File: src/rtl/pmul_pkg.sv
package pmul_pkg;

    typedef enum logic [1:0] {
        MODE_LOW  = 2'd0,
        MODE_HIGH = 2'd1,
        MODE_PAIR = 2'd2,
        MODE_ALT  = 2'd3
    } mode_e;

endpackage

File: src/rtl/pmul_lane_mult.sv
module pmul_lane_mult #(
    parameter int W = 16
) (
    input  logic signed [W-1:0]   a_i,
    input  logic signed [W-1:0]   b_i,
    output logic signed [2*W-1:0] p_o
);

    assign p_o = a_i * b_i;

endmodule

File: src/rtl/pmul_combine.sv
module pmul_combine #(
    parameter int LANE_W = 16,
    parameter int LANES  = 4,
    localparam int PROD_W = 2 * LANE_W,
    localparam int DATA_W = LANES * LANE_W
) (
    input  pmul_pkg::mode_e            mode_i,
    input  logic [LANES*PROD_W-1:0]    prod_i,
    output logic [DATA_W-1:0]          res_o
);
    import pmul_pkg::*;

    always_comb begin
        res_o = '0;
        case (mode_i)
            MODE_HIGH: begin
                for (int i = 0; i < LANES; i++) begin
                    res_o[i*LANE_W +: LANE_W] = prod_i[i*PROD_W+LANE_W +: LANE_W];
                end
            end
            MODE_PAIR: begin
                for (int j = 0; j < LANES/2; j++) begin
                    res_o[j*PROD_W +: PROD_W] = prod_i[2*j*PROD_W +: PROD_W]
                                              + prod_i[(2*j+1)*PROD_W +: PROD_W];
                end
            end
            default: begin
                for (int i = 0; i < LANES; i++) begin
                    res_o[i*LANE_W +: LANE_W] = prod_i[i*PROD_W +: LANE_W];
                end
            end
        endcase
    end

endmodule

File: src/rtl/pmul_unit.sv
module pmul_unit #(
    parameter int LANE_W = 16,
    parameter int LANES  = 4,
    localparam int PROD_W = 2 * LANE_W,
    localparam int DATA_W = LANES * LANE_W
) (
    input  logic              clk,
    input  logic              rst_n,
    input  logic              in_valid,
    input  logic [1:0]        mode,
    input  logic [DATA_W-1:0] a,
    input  logic [DATA_W-1:0] b,
    output logic              out_valid,
    output logic [DATA_W-1:0] result
);
    import pmul_pkg::*;

    typedef struct packed {
        logic                      s1_v;
        mode_e                     s1_mode;
        logic [LANES*PROD_W-1:0]   s1_prod;
        logic                      s2_v;
        logic [DATA_W-1:0]         s2_res;
    } pipe_t;

    pipe_t pipe_d, pipe_q;

    logic [LANES*PROD_W-1:0] prod_w;
    logic [DATA_W-1:0]       comb_res;

    for (genvar g = 0; g < LANES; g++) begin : g_lane
        pmul_lane_mult #(.W(LANE_W)) u_mult (
            .a_i (a[g*LANE_W +: LANE_W]),
            .b_i (b[g*LANE_W +: LANE_W]),
            .p_o (prod_w[g*PROD_W +: PROD_W])
        );
    end

    pmul_combine #(.LANE_W(LANE_W), .LANES(LANES)) u_combine (
        .mode_i (pipe_q.s1_mode),
        .prod_i (pipe_q.s1_prod),
        .res_o  (comb_res)
    );

    always_comb begin
        pipe_d         = pipe_q;
        pipe_d.s1_v    = in_valid;
        if (in_valid) begin
            pipe_d.s1_mode = mode_e'(mode);
            pipe_d.s1_prod = prod_w;
        end
        pipe_d.s2_v    = pipe_q.s1_v;
        if (pipe_q.s1_v) begin
            pipe_d.s2_res = comb_res;
        end
    end

    always_ff @(posedge clk) begin
        if (!rst_n) begin
            pipe_q <= '0;
        end else begin
            pipe_q <= pipe_d;
        end
    end

    assign out_valid = pipe_q.s2_v;
    assign result    = pipe_q.s2_res;

endmodule

File: config.mk
export PLATFORM = sky130hd
export DESIGN_NAME = pmul_unit
export DESIGN_NICKNAME = d
export VERILOG_FILES = /design/src/rtl/pmul_pkg.sv /design/src/rtl/pmul_lane_mult.sv /design/src/rtl/pmul_combine.sv /design/src/rtl/pmul_unit.sv
export SDC_FILE = /design/constraint.sdc
export NUM_CORES = 2
export LEC_CHECK = 0
export ABC_AREA = 1
export BUFFER_PORTS_ARGS = -buffer_cell sky130_fd_sc_hd__buf_2
export CORE_MARGIN = 2
export CORE_UTILIZATION = 55
export CTS_CLUSTER_DIAMETER = 120
export CTS_CLUSTER_SIZE = 10
export DETAILED_ROUTE_END_ITERATION = 16
export PLACE_DENSITY_LB_ADDON = 0.15
export SLEW_MARGIN = 20
export SYNTH_ARGS = -nofsm -noshare
export SYNTH_HDL_FRONTEND = slang
export SYNTH_SLANG_ARGS = --single-unit
File: constraint.sdc
create_clock -name clk -period 8.8 [get_ports clk]
set_clock_uncertainty 0.2 [all_clocks]
set_input_delay 0 -clock clk [delete_from_list [all_inputs] [get_ports clk]]
set_output_delay 0 -clock clk [all_outputs]
set_load 0.05 [all_outputs]
[After elaboration in Yosys (flattened, before gate mapping)]
Index checks and enable logic that the tools add are counted.
Operators by class
  $add $sub $neg: 2
  multipliers: 4
  eq/ne operators: 2
  muxes and demuxes: 1
Operator list (number)
  multiplier 16 x 16 -> 32 bit: 4
  case mux 64 bit (2 select lines): 1
  adder 32 bit: 2
  equality test 2 x 1 -> 1 bit (second input constant): 1
  equality test 2 bit (second input constant): 1
Storage, ports and cells
  register bits: 196
  output and inout bits: 65
  logic and storage cells: 14

[Logic depth before layout (Yosys ltp)]
  depth in word-level cells: 2
  mapped depth: 30
  gate-level depth less buffers: 28

[Hierarchy]
Synthesis repeated with hierarchy kept, for this count alone.
Second synthesis, totals
  cells, all modules: 8410
  area, all modules: 57849.2 µm²
Modules (own cells, without submodules)
  pmul_lane_mult at g_lane[0].u_mult ...: instances 2, cells an instance 1468, area each 10837.9 µm², seq. area each 0.0 µm²
  pmul_lane_mult at g_lane[3].u_mult: instances 1, cells an instance 1466, area each 10805.4 µm², seq. area each 0.0 µm²
  pmul_lane_mult at g_lane[2].u_mult: instances 1, cells an instance 1425, area each 10737.8 µm², seq. area each 0.0 µm²
  pmul_unit: instances 1, cells an instance 1299, area each 8506.9 µm², seq. area each 3923.8 µm²
  pmul_combine: instances 1, cells an instance 1284, area each 6123.4 µm², seq. area each 0.0 µm²

[Worst setup path before layout]
No wires, ideal clock.
  path type: input to register
  start point: in b[6]
  end point: reg pipe_q[96] (netlist bit)
  setup time: 0.114 ns
  arrival time: 5.236 ns
  path slack: 3.250 ns
  cell stages on the path: 26
  buffers on the path: 2
  cell sequence: clkbuf_1 -> clkbuf_1 -> nand2_1 -> fa_1 -> inv_1 -> fa_1 -> inv_1 -> fa_1 -> inv_1 -> fa_1 -> inv_1 -> fa_1 -> inv_1 -> fa_1 -> ha_1 -> inv_1 -> nor3_1 -> nand2_1 -> nor3_1 -> nand2_1 -> inv_1 -> nor2_1 -> nand2_1 -> nand2_1 -> o21bai_1 -> inv_1
Between the ends
  word-level cells in the longest chain between the ends: 1
Ends and longest elaborated chain
  start, declared: RTL line pmul_unit.sv:12  | input logic [DATA_W-1:0] b,
  multiplier 16 x 16 -> 32 bit: RTL line pmul_lane_mult.sv:9  | assign p_o = a_i * b_i;
  end signal, assigned: RTL line pmul_unit.sv:62  | pipe_q <= pipe_d;
  end, declared: RTL line pmul_unit.sv:26  | pipe_t pipe_d, pipe_q;
Every way passes these cells.
A chain may end at the register's enable or synchronous reset.

[Worst setup path in the final report]
  start point: in b[49]
  end point: reg pipe_q[184] (netlist bit)
Same word-level chain as after synthesis.

==> flow_results.org <==
** Clocking
- Master cell of the clock root buffer :: sky130_fd_sc_hd__clkbuf_16
- Sinks on Clock Net :: 196
- Clock transition time at the flip-flop clock pins of the worst setup and hold paths :: 0.08 ns
- In this run the number of H-tree levels came out at 4.
- Maximum clock path buffer count :: 2
- Setup Fix Bufs, Post-CTS :: 0
- Clk Latency, worst-skew pair :: 0.47 ns
- TritonCTS clock tree :: built
- Buffers inserted during clock tree synthesis total 17.

** Logic synthesis
- Count of state elements after synthesis :: 196
- Dominant synthesized flop cell :: sky130_fd_sc_hd__dfxtp_1
- Number of unique standard cell types used by synthesis :: 46
- Number of cells produced by synthesis :: 7714
- The Yosys step of the flow raised 0 warnings.
- Fraction of synthesis flops using an asynchronous set or reset pin :: 0
- Averaged over all synthesized cells, the footprint is 7.20 sq um.
- Number of enable flip-flop cells after synthesis :: 0
- Of the synthesized area, sequential elements account for 0.0706.
- When the netlist entered floorplanning its net count stood at 9289.
- Cell area after technology mapping :: 0.0556 sq mm

** Run status
- Status :: finished clean

** Floorplan
- Chip Width :: 322 um
- Row generation in the floorplan step produced 116 rows.
- Die height :: 322 um
- The region available for standard cell placement spans 0.100 sq mm.
- Starting density of the core :: 0.555
- Number of top-level design ports :: 198
- The die covers 0.104 sq mm.

** Worst setup path
- Reg-to-reg startpoint :: pipe_d[64]
- STA classifies the critical path endpoint as a register.
- CP arrival :: 5.74 ns
- For the worst setup path, the data required time is 8.97 ns.
- Endpoint of the worst register-to-register path :: result[57]
- Max Fanout on Critical Path :: 16
- Counting stages on the worst path, the most repeated cell is sky130_fd_sc_hd__fa_1.
- The critical path crosses 21 cells after its start point.
- The cell family contributing the most delay on the critical path is adder cells.
- The signal on the critical path passes through buf_2 > nand2_1 > inv_1 > fa_1 > fa_1 > fa_1 > fa_1 > fa_1 > inv_1 > fa_1 > inv_1 > ha_1 > nand2_1 > nor2_1 > inv_1 > nor2_1 > nand4_1 > nand4_1 > nand3_1 > o211ai_1 > inv_1.
- Largest incremental delay on the critical path :: 0.88 ns
- The critical path is of the input port to register type.
- The setup check on the worst reg-to-reg path leaves a slack of 5.89 ns.
- The number of buffers and inverters on the critical path is 6.
- The worst setup path is launched from an input port.
- The slowest stage of the critical path is the sky130_fd_sc_hd__fa_1 cell.
- Worst r2r path cells :: 6

** Route
- Average via count per standard cell :: 5.17
- After detailed routing, the total wire length is 151000 um.
- Initial DRT Pass Iterations :: 6
- The detail route stage leaves a number of antenna-violating nets equal to 0.
- After detailed routing, the average wire length per cell comes to 17.0 um.
- The first routing iteration left 3045 violations.
- Remaining routing DRC violations :: 0
- Vias after detailed routing :: 45900

** Global routing
- GRT Residual Overflow :: 0
- Via count of the first global-routing pass :: 47300
- The initial antenna violation count is 1.
- Global-route wire length before repair :: 249000 um
- Entering global routing, the biggest net connects 69 pins.
- GRT Overall Usage :: 0.303

** Worst hold path
- Hold WC Path Type :: input port to register
- Min-Delay Startpoint :: b[33]
- Capture endpoint of the worst hold path :: pipe_q[130]
- The worst hold path passes through 6 cells.

** Layout
- Final core area utilization :: 0.572
- Of the cells placed in the final design, the portion with a size suffix greater than 1 is 0.0487.
- The area growth from synthesis to layout is 3.08%.
- Diodes inserted :: 0
- For this run, the post-layout net count is 9145.
- Leaving out filler cells and counting taps, the final layout contains 8881.

** Job
- Number of maximum-capacitance violations :: 0

** Timing
- Worst hold slack across all endpoints :: 0.108 ns
- Setup violations remaining at the end of the flow were counted as 0.
- Setup repair after global routing missed its margin :: false
- Derived from the worst setup path, the maximum achievable clock frequency is 180 MHz.
- Final total negative setup slack :: 0 ns
- The number of endpoints with negative hold slack in the final report was 0.
- Share of the clock period used by the worst path after layout :: 0.633
- Max-slew violation total from the final report :: 0
- At the pin with the least slew margin, the transition time is 0.874 ns.
- The worst path needs 5.57 ns of the cycle, external delays included.
- In this run the tightest slew margin relative to its limit is 0.417.

** Place
- Count of buffers from port buffering :: 197
- Routability-driven placement finished with a final weighted congestion of 0.943.
- Including well taps, the total number of placed cells is 8835.
- Final HPWL DP :: 128000 um
-- layout by cell type (no fill, tap or decap), drive strengths merged, types with 52 or more instances in the layout --
master / n
ha: 392
dfxtp: 196
nor3: 52
xor2: 54
nand2: 1986
nand3: 250
o21ai: 214
nor2: 322
inv: 2134
buf: 209
nand4: 73
fa: 1050
a21oi: 395
-- cell usage after synthesis (all sizes together) (5+ instances only) --
| master | n | share of area |
|---|---|---|
| inv | 2130 | 0.14 |
| nand2 | 1986 | 0.13 |
| fa | 1050 | 0.38 |
| a21oi | 395 | 0.037 |
| ha | 392 | 0.088 |
| nor2 | 322 | 0.022 |
| clkbuf | 298 | 0.020 |
| nand3 | 250 | 0.023 |
| o21ai | 214 | 0.020 |
| dfxtp | 196 | 0.071 |
| buf | 88 | 0.011 |
| nand4 | 73 | 0.0082 |
| xor2 | 54 | 0.0085 |
| nor3 | 52 | 0.0061 |
| or2 | 43 | 0.0048 |
| o211ai | 38 | 0.0054 |
| xnor2 | 35 | 0.0055 |
| o21bai | 32 | 0.0045 |
| a21o | 21 | 0.0028 |
| and2 | 10 | 0.0011 |
| a21boi | 6 | 0.00081 |
| a31o | 5 | 0.00079 |
-- worst max-delay path by stage --
stage | startpoint | endpoint | slack, ns
after floorplan | b[6] | pipe_q[96] | 3.25
after global placement | b[17] | pipe_q[127] | 2.85
after detailed placement | a[31] | pipe_q[127] | 2.79
after CTS | b[17] | pipe_q[127] | 3.29
after global routing | a[31] | pipe_q[127] | 2.85
final | b[49] | pipe_q[184] | 3.23
-- worst reg2reg max path: stages, from the launching register on --
cell	delay, ns
sky130_fd_sc_hd__dfxtp_1	0.31
sky130_fd_sc_hd__buf_4	0.27
sky130_fd_sc_hd__clkinv_2	0.76
sky130_fd_sc_hd__buf_4	0.64
sky130_fd_sc_hd__a21oi_1	0.35
sky130_fd_sc_hd__nand2_1	0.14
sky130_fd_sc_hd__a21oi_1	0.16
-- state kept, by name (all words and copies together) (netlist names) --
name and cells:
out_valid 1, pipe_q 130, result 64, pipe_d 1
-- metrics by stage --
stage / cell area [sq um] / setup WS, ns
after CTS: 57300 / 3.29
final: 57300 / 3.23
after detailed placement: 56600 / 2.79
after floorplan: 55600 / 3.25
after global routing: 57300 / 2.85
after global placement: 56600 / 2.85
-- final cells by class --
cell class / instances / area (sq um)
multi-input cells: 5000 / 41900
clock buffers: 19 / 443
flip-flops and latches: 196 / 3920
inverters: 2132 / 8000
well taps: 1298 / 1620
repair buffers: 223 / 1220
fillers: 9750 / 42900
clock inverters: 13 / 123
-- metal layers --
layer	vias up	global-route usage	wire, um
met5	-	0	0
met4	0	0.0688	3190
met3	176	0.0154	6700
met2	1202	0.520	73400
met1	22400	0.424	67600
li1	22100	-	-
-- cells by family (layout without fill, tap and decap cells) --
kind of cell,Yosys count,after routing,share of synthesized area
DFF,196,196,0.0706
buffers and inverters,2518,2387,0.175
and+or+nand+nor,2739,2739,0.200
AOI/OAI and AO/OA,730,730,0.0740
adders and majority gates,1442,1442,0.467
xor gates and xnor gates,89,89,0.0140
-- repair_timing --
| item | in CTS | in global routing |
|---|---|---|
| gates resized for setup | 0 | 0 |
| endpoints found under the hold margin | 62 | 0 |
| hold buffers | 14 | 0 |
Power is not shown: default switching activity piles up to over one toggle a cycle in this logic, so the estimate is an artifact.
